--- src/rtl/jmp_eval_pkg.sv ---
package jmp_eval_pkg;

   // Condition code encoding. The numeric order is what the instruction field holds.
   typedef enum logic [2:0] {
      JC_NE  = 3'd0,
      JC_EQ  = 3'd1,
      JC_NC  = 3'd2,
      JC_CS  = 3'd3,
      JC_NEG = 3'd4,
      JC_GE  = 3'd5,
      JC_LT  = 3'd6,
      JC_ALW = 3'd7
   } jcond_e;

   // The four arithmetic flags, pulled out of the status word.
   typedef struct packed {
      logic v;
      logic n;
      logic z;
      logic c;
   } jflags_t;

   // Bytes per jump instruction: one 16-bit word.
   localparam int unsigned JMP_INSN_BYTES = 2;

endpackage

--- src/rtl/jmp_cond_decode.sv ---
module jmp_cond_decode #(
   parameter int unsigned SR_W  = 16,
   parameter int unsigned C_BIT = 0,
   parameter int unsigned Z_BIT = 1,
   parameter int unsigned N_BIT = 2,
   parameter int unsigned V_BIT = 8
) (
   input  logic [2:0]      cond_i,
   input  logic [SR_W-1:0] status_i,
   output logic            take_o
);
   import jmp_eval_pkg::*;

   jflags_t fl;
   jcond_e  cc;

   // Only the four flag positions are read from the status word.
   always_comb begin
      fl.c = status_i[C_BIT];
      fl.z = status_i[Z_BIT];
      fl.n = status_i[N_BIT];
      fl.v = status_i[V_BIT];
   end

   assign cc = jcond_e'(cond_i);

   always_comb begin
      unique case (cc)
         JC_NE:   take_o = ~fl.z;
         JC_EQ:   take_o =  fl.z;
         JC_NC:   take_o = ~fl.c;
         JC_CS:   take_o =  fl.c;
         JC_NEG:  take_o =  fl.n;
         JC_GE:   take_o = ~(fl.n ^ fl.v);
         JC_LT:   take_o =  (fl.n ^ fl.v);
         default: take_o = 1'b1;
      endcase
   end

endmodule

--- src/rtl/jmp_target_add.sv ---
module jmp_target_add #(
   parameter int unsigned PC_W        = 16,
   parameter int unsigned OFS_W       = 10,
   parameter bit          ADDER_SPLIT = 1'b0
) (
   input  logic [PC_W-1:0]  base_i,
   input  logic [OFS_W-1:0] ofs_i,
   output logic [PC_W-1:0]  target_o
);
   localparam int unsigned EXT_W = PC_W - OFS_W - 1;
   localparam int unsigned LO_W  = PC_W / 2;
   localparam int unsigned HI_W  = PC_W - LO_W;

   logic [PC_W-1:0] disp;

   // Sign-extend the word offset and scale it to bytes.
   assign disp = {{EXT_W{ofs_i[OFS_W-1]}}, ofs_i, 1'b0};

   generate
      if (ADDER_SPLIT) begin : g_csel
         // Carry select: both upper sums are formed while the lower half settles.
         logic [LO_W:0]   lo_sum;
         logic [HI_W-1:0] hi_c0;
         logic [HI_W-1:0] hi_c1;
         assign lo_sum = {1'b0, base_i[LO_W-1:0]} + {1'b0, disp[LO_W-1:0]};
         assign hi_c0  = base_i[PC_W-1:LO_W] + disp[PC_W-1:LO_W];
         assign hi_c1  = hi_c0 + {{(HI_W-1){1'b0}}, 1'b1};
         assign target_o = {(lo_sum[LO_W] ? hi_c1 : hi_c0), lo_sum[LO_W-1:0]};
      end else begin : g_ripple
         assign target_o = base_i + disp;
      end
   endgenerate

endmodule

--- src/rtl/jmp_self_detect.sv ---
module jmp_self_detect #(
   parameter int unsigned PC_W           = 16,
   parameter int unsigned OFS_W          = 10,
   parameter bit          SELF_BY_OFFSET = 1'b0
) (
   input  logic [PC_W-1:0]  base_i,
   input  logic [OFS_W-1:0] ofs_i,
   input  logic [PC_W-1:0]  target_i,
   output logic             hit_o
);
   import jmp_eval_pkg::*;

   generate
      if (SELF_BY_OFFSET) begin : g_ofs
         // With a one-word instruction and a short offset, only -1 returns to itself.
         assign hit_o = &ofs_i;
      end else begin : g_addr
         logic [PC_W-1:0] own_addr;
         assign own_addr = base_i - PC_W'(JMP_INSN_BYTES);
         assign hit_o    = (target_i == own_addr);
      end
   endgenerate

endmodule

--- src/rtl/jmp_eval.sv ---
module jmp_eval #(
   parameter int unsigned PC_W           = 16,
   parameter int unsigned OFS_W          = 10,
   parameter int unsigned SR_W           = 16,
   parameter int unsigned C_BIT          = 0,
   parameter int unsigned Z_BIT          = 1,
   parameter int unsigned N_BIT          = 2,
   parameter int unsigned V_BIT          = 8,
   parameter bit          ADDER_SPLIT    = 1'b0,
   parameter bit          SELF_BY_OFFSET = 1'b0
) (
   input  logic             clk,
   input  logic             rst_n,
   input  logic [2:0]       cond_i,
   input  logic [SR_W-1:0]  status_i,
   input  logic [PC_W-1:0]  pc_next_i,
   input  logic [OFS_W-1:0] offset_i,
   output logic             taken_o,
   output logic [PC_W-1:0]  pc_o,
   output logic             self_loop_o
);

   // Parameter checks at elaboration.
   generate
      if (PC_W < OFS_W + 2) begin : g_bad_width
         $error("jmp_eval: PC_W must exceed OFS_W by at least 2");
      end
      if (PC_W < 4) begin : g_bad_pc
         $error("jmp_eval: PC_W too small");
      end
      if (C_BIT >= SR_W || Z_BIT >= SR_W || N_BIT >= SR_W || V_BIT >= SR_W) begin : g_bad_bit
         $error("jmp_eval: flag position outside status word");
      end
      if (C_BIT == Z_BIT || C_BIT == N_BIT || C_BIT == V_BIT ||
          Z_BIT == N_BIT || Z_BIT == V_BIT || N_BIT == V_BIT) begin : g_dup_bit
         $error("jmp_eval: flag positions must be distinct");
      end
   endgenerate

   logic            take_c;
   logic [PC_W-1:0] target_c;
   logic            hit_c;
   logic [PC_W-1:0] pc_c;

   jmp_cond_decode #(
      .SR_W (SR_W),
      .C_BIT(C_BIT),
      .Z_BIT(Z_BIT),
      .N_BIT(N_BIT),
      .V_BIT(V_BIT)
   ) u_dec (
      .cond_i  (cond_i),
      .status_i(status_i),
      .take_o  (take_c)
   );

   jmp_target_add #(
      .PC_W       (PC_W),
      .OFS_W      (OFS_W),
      .ADDER_SPLIT(ADDER_SPLIT)
   ) u_add (
      .base_i  (pc_next_i),
      .ofs_i   (offset_i),
      .target_o(target_c)
   );

   jmp_self_detect #(
      .PC_W          (PC_W),
      .OFS_W         (OFS_W),
      .SELF_BY_OFFSET(SELF_BY_OFFSET)
   ) u_self (
      .base_i  (pc_next_i),
      .ofs_i   (offset_i),
      .target_i(target_c),
      .hit_o   (hit_c)
   );

   assign pc_c = take_c ? target_c : pc_next_i;

   always_ff @(posedge clk or negedge rst_n) begin
      if (!rst_n) begin
         taken_o     <= 1'b0;
         pc_o        <= '0;
         self_loop_o <= 1'b0;
      end else begin
         taken_o     <= take_c;
         pc_o        <= pc_c;
         self_loop_o <= take_c & hit_c;
      end
   end

endmodule

--- config.mk ---
export PLATFORM = sky130hd
export DESIGN_NAME = jmp_eval
export DESIGN_NICKNAME = d
export VERILOG_FILES = /design/src/rtl/jmp_eval_pkg.sv /design/src/rtl/jmp_cond_decode.sv /design/src/rtl/jmp_target_add.sv /design/src/rtl/jmp_self_detect.sv /design/src/rtl/jmp_eval.sv
export SDC_FILE = /design/constraint.sdc
export NUM_CORES = 1
export LEC_CHECK = 0
export BUFFER_PORTS_ARGS = -buffer_cell sky130_fd_sc_hd__buf_2
export CAP_MARGIN = 20
export CELL_PAD_IN_SITES_DETAIL_PLACEMENT = 0
export CELL_PAD_IN_SITES_GLOBAL_PLACEMENT = 1
export CORE_UTILIZATION = 25
export DETAILED_ROUTE_END_ITERATION = 8
export GPL_TIMING_DRIVEN = 0
export PLACE_DENSITY_LB_ADDON = 0.1
export SETUP_SLACK_MARGIN = 0.05
export SYNTH_ARGS = -nofsm -noshare
export SYNTH_HDL_FRONTEND = slang
export SYNTH_SLANG_ARGS = --single-unit
--- constraint.sdc ---
create_clock -name clk -period 0.8 [get_ports clk]
set_input_delay 0.04 -clock clk [delete_from_list [all_inputs] [get_ports clk]]
set_output_delay 0.04 -clock clk [all_outputs]
set_load 0.02 [all_outputs]
==> results of run 1 <==
==> cells in the final DEF (no fill, tap or decap), types with 3 or more instances in the layout <==
master and instances:
buf_6 27, dfrtp_1 18, ha_1 7, a21o_1 3, o211ai_1 3, a21oi_1 8
nand2_1 18, nor3_1 4, buf_2 29, xnor2_1 15, inv_1 9, o21ai_2 7
nand3b_1 3, a211oi_2 3, xor2_1 9, mux2i_1 5, mux2_2 5, buf_8 4
dlygate4sd3_1 3, nor2_1 14, ha_4 7, buf_4 13, xnor2_2 5, clkbuf_8 4
a21oi_2 5, nand3_1 6, nor4_1 3, a21oi_4 3
==> timing repair <==
action                     in CTS  in global routing
setup endpoints to repair      35                 35
hold buffers                    3                  0
resized for setup              75                 34
pin swaps                      22                 23
hold endpoints to repair       20                  0
buffers inserted               14                  7
==> worst max-delay path by stage <==
stage,depth (start not counted),slack (ns),startpoint,to
2_1_floorplan,10,-1.58,pc_next_i[1],self_loop_o$_DFF_PN0_
3_3_place_gp,11,-1.99,pc_next_i[1],self_loop_o$_DFF_PN0_
3_5_place_dp,11,-1.99,pc_next_i[1],self_loop_o$_DFF_PN0_
4_1_cts,11,-1.70,pc_next_i[1],self_loop_o$_DFF_PN0_
5_1_grt,13,-1.68,pc_next_i[1],self_loop_o$_DFF_PN0_
6_report,12,-1.58,pc_next_i[1],self_loop_o$_DFF_PN0_
==> synth_stat cells (2+ instances only) <==
cell type,n
nand2_1,22
xnor2_1,20
dfrtp_1,18
ha_1,15
a21oi_1,14
nor2_1,14
xor2_1,11
inv_1,9
nand3_1,8
o21ai_0,8
mux2_2,6
mux2i_1,5
nor3_1,4
nor4_1,4
a21o_1,3
and2_1,3
nand3b_1,3
o211ai_1,3
a211oi_1,2
a31oi_1,2
and3_1,2
and4_1,2
clkbuf_1,2
nand2b_1,2
o21a_1,2
o21ai_1,2
or3_1,2
or4_1,2
==> worst max-delay path: stages <==
cell and delay, ns:
buf_8 0.10, ha_4 0.15, fa_2 0.35, a211o_1 0.31, a21bo_2 0.24, buf_4 0.14, nand3_1 0.10, mux2i_1 0.23
a21oi_2 0.08, xnor2_1 0.15, or4_4 0.49, a211oi_2 0.16
==> cell families after synthesis <==
| logic type | share of synthesized area [%] |
|---|---|
| AO/OA/AOI/OAI | 21.2 |
| XOR/XNOR | 14.4 |
| adder cells (fa/ha/maj) | 11.0 |
| buffers and inverters | 2.38 |
| flip-flops | 23.8 |
| multiplexers | 6.22 |
| AND/OR/NAND/NOR | 21.0 |
==> area by class of cell <==
class / instances / area (µm²) / area share [%]
buffer: 2 / 18.8 / 0.618
multi-input combinational: 186 / 1720 / 56.5
timing repair buffer: 75 / 622 / 20.5
tap: 99 / 124 / 4.08
clock buffer: 4 / 55.1 / 1.81
sequential: 18 / 450 / 14.8
inverter: 10 / 50.0 / 1.65
==> power breakdown <==
part	leakage (nW)	switching (W)	internal, W
combinational	1.05	0.00124	0.00131
clock	0.0288	0.000279	0.000437
sequential	0.214	0.0000658	0.00106
==> per-layer routing <==
metal | global-route usage (%) | part of all wire [%] | up-vias
li1 | - | - | 942
met1 | 18.9 | 49 | 845
met2 | 21.7 | 47 | 32
met3 | 0.923 | 2.5 | 4
met4 | 3.90 | 0.87 | 0
met5 | 0 | 0 | -
==> flip-flops by register name, summed over array words and instances (netlist names) <==
register	count
pc_o	16
self_loop_o	1
taken_o	1
==> through the flow <==
| step | total power, W | cell area, µm² | TNS [ns] | hold slack, ns | utilization (%) |
|---|---|---|---|---|---|
| 3_3_place_gp | 0.00295 | 2360 | -17.40 | -0.0130 | 32.3 |
| 4_1_cts | 0.00415 | 2810 | -12.29 | 0.0588 | 38.6 |
| 6_report | 0.00439 | 3040 | -12.33 | 0.0601 | 41.6 |
| 5_1_grt | 0.00470 | 3040 | -13.70 | 0.0652 | 41.6 |
| 3_5_place_dp | 0.00294 | 2360 | -17.54 | -0.00893 | 32.3 |
| 2_1_floorplan | 0.00241 | 1970 | -11.40 | -0.256 | - |
==> flow_summary_export.csv, run 1 <==
group,metric,value,unit
outcome,status,"complete, but fails checks",
outcome,violations,"negative setup slack",
routing,vias,1823,
timing,period_share,298,%
global_route,grt_max_degree,19,
timing,max_freq,420,MHz
min_path,hold_depth,3,
clock_tree,cts_buffers,3,
min_path,hold_end,"pc_o[14]$_DFF_PN0_",
final_layout,fin_cells,394,
clock_tree,clkTransAtPathRegs,0.06,ns
synthesis,synthDistinctLibCells,54,
synthesis,syn_area_per_cell,8.76,µm²
placed_design,place_inst,367,
global_route,gr-total-overflow,0,
routing,avgViaCountPerCell,4.63,
global_route,grt_pass1_wl,8200,µm
die,die_area,7920,µm²
timing,finalHoldViolCount,0,
worst_setup_path,cp-start-kind,"input pin",
worst_setup_path,cp_max_fo,3,
worst_setup_path,path_class,"input pin to flop",
die,fp.dieW,89.0,µm
routing,drt.antenna.violating_nets,0,
final_layout,nFillCells,758,
clock_tree,tritoncts,"built",
synthesis,syn-num-nets,279,
final_layout,area_growth,60.4,%
die,row_count,31,
final_layout,antennaDiodeCount,0,
die,core_area,7290,µm²
timing,slew_headroom,65.2,%
timing,setup_viol,19,
worst_setup_path,cp.arrival,2.55,ns
timing,final.min_clock_period,2.38,ns
synthesis,syn_inst,216,
worst_setup_path,critical_path.endpoint_type,"flop",
power_and_ir_drop,leakage,1.29,nW
synthesis,seq_area_frac_synth,23.8,%
synthesis,synth-warning-count,0,
clock_tree,clock_sinks,18,
timing,slew_violations,0,
global_route,grt_pass1_vias,1693,
power_and_ir_drop,cellPowerDensity,1450,nW/µm²
placed_design,place.port_buffers,52,
routing,drtIter0Drc,35,
global_route,antenna_found_initial,0,
worst_setup_path,crit_required,0.97,ns
synthesis,yosysTopAreaCellShare,23.8,%
routing,post_drt_wl_per_cell,13.1,µm
final_layout,drive_above_1_share,48.8,%
flow_run,maxCapViolCount,0,
final_layout,final_nets,359,
die,ios,65,
placed_design,preCtsSetupSlack,-1.99,ns
timing,rsz0062_at_grt,"yes",
die,chipHeight,89.0,µm
min_path,hold_start,"pc_next_i[14]",
synthesis,ys_seq_elements,18,
placed_design,dp_hpwl,4060,µm
timing,setup_slack,-1.58,ns
placed_design,place.gp.congestion,0.768,
clock_tree,cts-root-buf,"clkbuf_8",
power_and_ir_drop,max-vdd-ir-drop,527,µV
routing,routed_wl,5170,µm
clock_tree,htree_levels,1,
global_route,grt_usage,13.3,%
synthesis,netlist_area,1890,µm²
clock_tree,clk_path_buf_depth,2,
synthesis,yosys.area.top_type,"dfrtp_1",
synthesis,synth_edf_count,0,
routing,drcViolationCount,0,
synthesis,synth-async-reset-ratio,100,%
timing,worst_pin_slew,0.518,ns
synthesis,ys_top_cells_by_area,"dfrtp_1 (24%), ha_1 (9.9%), xnor2_1 (9.3%)",
synthesis,ys.flop_type,"dfrtp_1",
die,start_util,25.9,%
routing,dr.pass1.iters,4,
min_path,holdCritPathClass,"input pin to flop",
No activity file was read; power rests on OpenSTA's default activity.
==> inputs of run 2 (changes only) <==
PLACE_DENSITY = 0.58   (was default)
PLACE_DENSITY_LB_ADDON = default   (was 0.1)
SYNTH_HIERARCHICAL = 1   (was default)
==> flow_summary_export.csv, run 2 <==
group,metric,value,unit
clock_tree,cts_buffers,3,
worst_setup_path,cp.arrival,2.87,ns
die,chipHeight,90.9,µm
timing,setup_viol,18,
timing,setup_slack,-1.88,ns
placed_design,dp_hpwl,3990,µm
global_route,grt_pass1_vias,1863,
placed_design,place.port_buffers,52,
die,die_area,8260,µm²
synthesis,seq_area_frac_synth,22.8,%
synthesis,syn_area_per_cell,9.83,µm²
timing,slew_headroom,70.2,%
worst_setup_path,slowest_stage,"or4_1",
final_layout,top_regs,"pc_o: 16 flops, self_loop_o: 1 flops, taken_o: 1 flops",
routing,post_drt_wl_per_cell,13.3,µm
timing,period_share,335,%
worst_setup_path,slowest_delay,0.55,ns
synthesis,synth-warning-count,6,
placed_design,place.gp.congestion,0.721,
clock_tree,clk_path_buf_depth,2,
power_and_ir_drop,cellPowerDensity,1470,nW/µm²
routing,avgViaCountPerCell,4.74,
synthesis,netlist_area,1980,µm²
synthesis,ys_seq_elements,18,
synthesis,ys_top_cells_by_area,"dfrtp_1 (23%), ha_1 (9.5%), xnor2_1 (8.0%)",
power_and_ir_drop,pwr-share-seq,25.2,%
global_route,gr-total-overflow,0,
clock_tree,cts-root-buf,"clkbuf_8",
clock_tree,clkTransAtPathRegs,0.06,ns
outcome,status,"complete, but fails checks",
worst_setup_path,critical_path.endpoint_type,"flop",
timing,finalHoldViolCount,0,
final_layout,final_nets,343,
placed_design,place_area,2480,µm²
routing,drtIter0Drc,45,
die,fp.dieW,90.9,µm
routing,dr.pass1.iters,4,
power_and_ir_drop,clockPowerShare,13.2,%
synthesis,syn-num-nets,264,
worst_setup_path,crit_buf_inv,2,
power_and_ir_drop,swShare,35.0,%
timing,whs,0.0478,ns
power_and_ir_drop,leakage,1.36,nW
power_and_ir_drop,fin_total_pwr,0.00457,W
power_and_ir_drop,combPwrFrac,61.7,%
outcome,violations,"negative setup slack",
synthesis,synth_edf_count,0,
final_layout,area_growth,57.3,%
synthesis,yosys.area.top_type,"dfrtp_1",
synthesis,syn_inst,201,
die,row_count,32,
final_layout,largest_reg_flops,16,
routing,routed_wl,5050,µm
synthesis,synth-async-reset-ratio,100,%
timing,max_freq,373,MHz
power_and_ir_drop,max-vdd-ir-drop,512,µV
synthesis,synthDistinctLibCells,64,
worst_setup_path,cp_max_fo,3,
global_route,grt_max_degree,19,
clock_tree,clock_sinks,18,
final_layout,largest-register,"pc_o",
synthesis,yosysTopAreaCellShare,22.8,%
min_path,holdCritPathClass,"input pin to flop",
synthesis,ys.flop_type,"dfrtp_1",
power_and_ir_drop,p_sw,0.00160,W
power_and_ir_drop,intPower,0.00297,W
synthesis,synth.cells.most_frequent,"dfrtp_1 (18), xnor2_1 (18), ha_1 (15)",
die,start_util,25.7,%
routing,vias,1803,
final_layout,nFillCells,787,
worst_setup_path,cp_cell_sequence,"buf_12, ha_4, a21o_1, a31o_1, o211a_1, buf_4, o211a_1, a211oi_4, xor2_1, a21boi_0, or4_1, nor4_2, and2_4",
die,ios,65,
routing,drcViolationCount,0,
global_route,antenna_found_initial,0,
worst_setup_path,crit_top_cell,"o211a_1",
worst_setup_path,crit_family,"compound AO/OA/AOI/OAI gates",
final_layout,antennaDiodeCount,0,
clock_tree,tritoncts,"built",
final_layout,fin_area,3110,µm²
worst_setup_path,path_class,"input pin to flop",
flow_run,maxCapViolCount,0,
die,core_area,7690,µm²
routing,drt.antenna.violating_nets,0,
timing,rsz0062_at_grt,"yes",
timing,final.min_clock_period,2.68,ns
final_layout,drive_above_1_share,48.6,%
worst_setup_path,crit_required,0.99,ns
final_layout,layout_common_cells,"buf_6 (26), buf_2 (26), dfrtp_1 (18)",
global_route,grt_usage,13.2,%
timing,worst_pin_slew,0.444,ns
clock_tree,htree_levels,1,
global_route,grt_pass1_wl,8890,µm
worst_setup_path,cp-start-kind,"input pin",
timing,slew_violations,0,
==> run 2: cell families after synthesis <==
logic type	synth area share [%]
buffers and inverters	3.36
AND/OR/NAND/NOR	20.0
AO/OA/AOI/OAI	18.1
flip-flops	22.8
adder cells (fa/ha/maj)	10.5
XOR/XNOR	12.9
multiplexers	12.3
==> run 2: layout make-up <==
type,count,area (µm²),area share [%]
Buffer,4,43.8,1.41
Clock buffer,3,41.3,1.33
Inverter,6,22.5,0.725
Multi-Input combinational cell,173,1730,55.8
Sequential cell,18,450,14.5
Tap cell,102,128,4.11
Timing Repair Buffer,74,687,22.1
==> run 2: worst paths after layout <==
kind / start / endpoint / slack, ns / cells after the start
max in group asynchronous: rst_n / pc_o[13]$_DFF_PN0_ / 0.28 / 2
min: pc_next_i[2] / pc_o[2]$_DFF_PN0_ / 0.05 / 2
max: pc_next_i[5] / self_loop_o$_DFF_PN0_ / -1.88 / 13
min in group asynchronous: rst_n / pc_o[0]$_DFF_PN0_ / 0.24 / 2
==> run 2: power groups by stage <==
stage | combinational (W) | clock [W] | sequential [W]
2_1_floorplan | 0.00133 | 0 | 0.00136
3_3_place_gp | 0.00216 | 0 | 0.00113
3_5_place_dp | 0.00216 | 0 | 0.00113
4_1_cts | 0.00280 | 0.000635 | 0.00115
5_1_grt | 0.00307 | 0.000657 | 0.00117
6_report | 0.00282 | 0.000602 | 0.00115
==> run 2: layer usage <==
| layer | track usage, % | wire length, µm | vias to the layer above |
|---|---|---|---|
| met5 | 0 | 0 | - |
| met2 | 22.0 | 2470 | 34 |
| li1 | - | - | 917 |
| met4 | 4.23 | 57 | 0 |
| met1 | 18.0 | 2410 | 848 |
| met3 | 0.758 | 121 | 4 |
==> run 2: per-stage QoR <==
stage / TNS (ns) / utilization, % / worst slack, ns / cells
finish: -14.64 / 40.4 / -1.88 / 380
detailed placement: -19.37 / 32.3 / -2.31 / 355
global route: -16.12 / 40.4 / -2.07 / 380
CTS: -14.36 / 40.0 / -1.91 / 379
floorplan: -13.76 / - / -1.89 / 201
global placement: -19.50 / 32.3 / -2.32 / 355
==> run 2: what timing repair did <==
action | 4_1_cts | 5_1_grt
hold buffers | 1 | 0
setup buffers | 19 | 4
pin swaps | 14 | 11
gates resized for setup | 81 | 12
endpoints found under the setup margin | 36 | 36
gates cloned | 1 | 0
endpoints found under the hold margin | 18 | 0
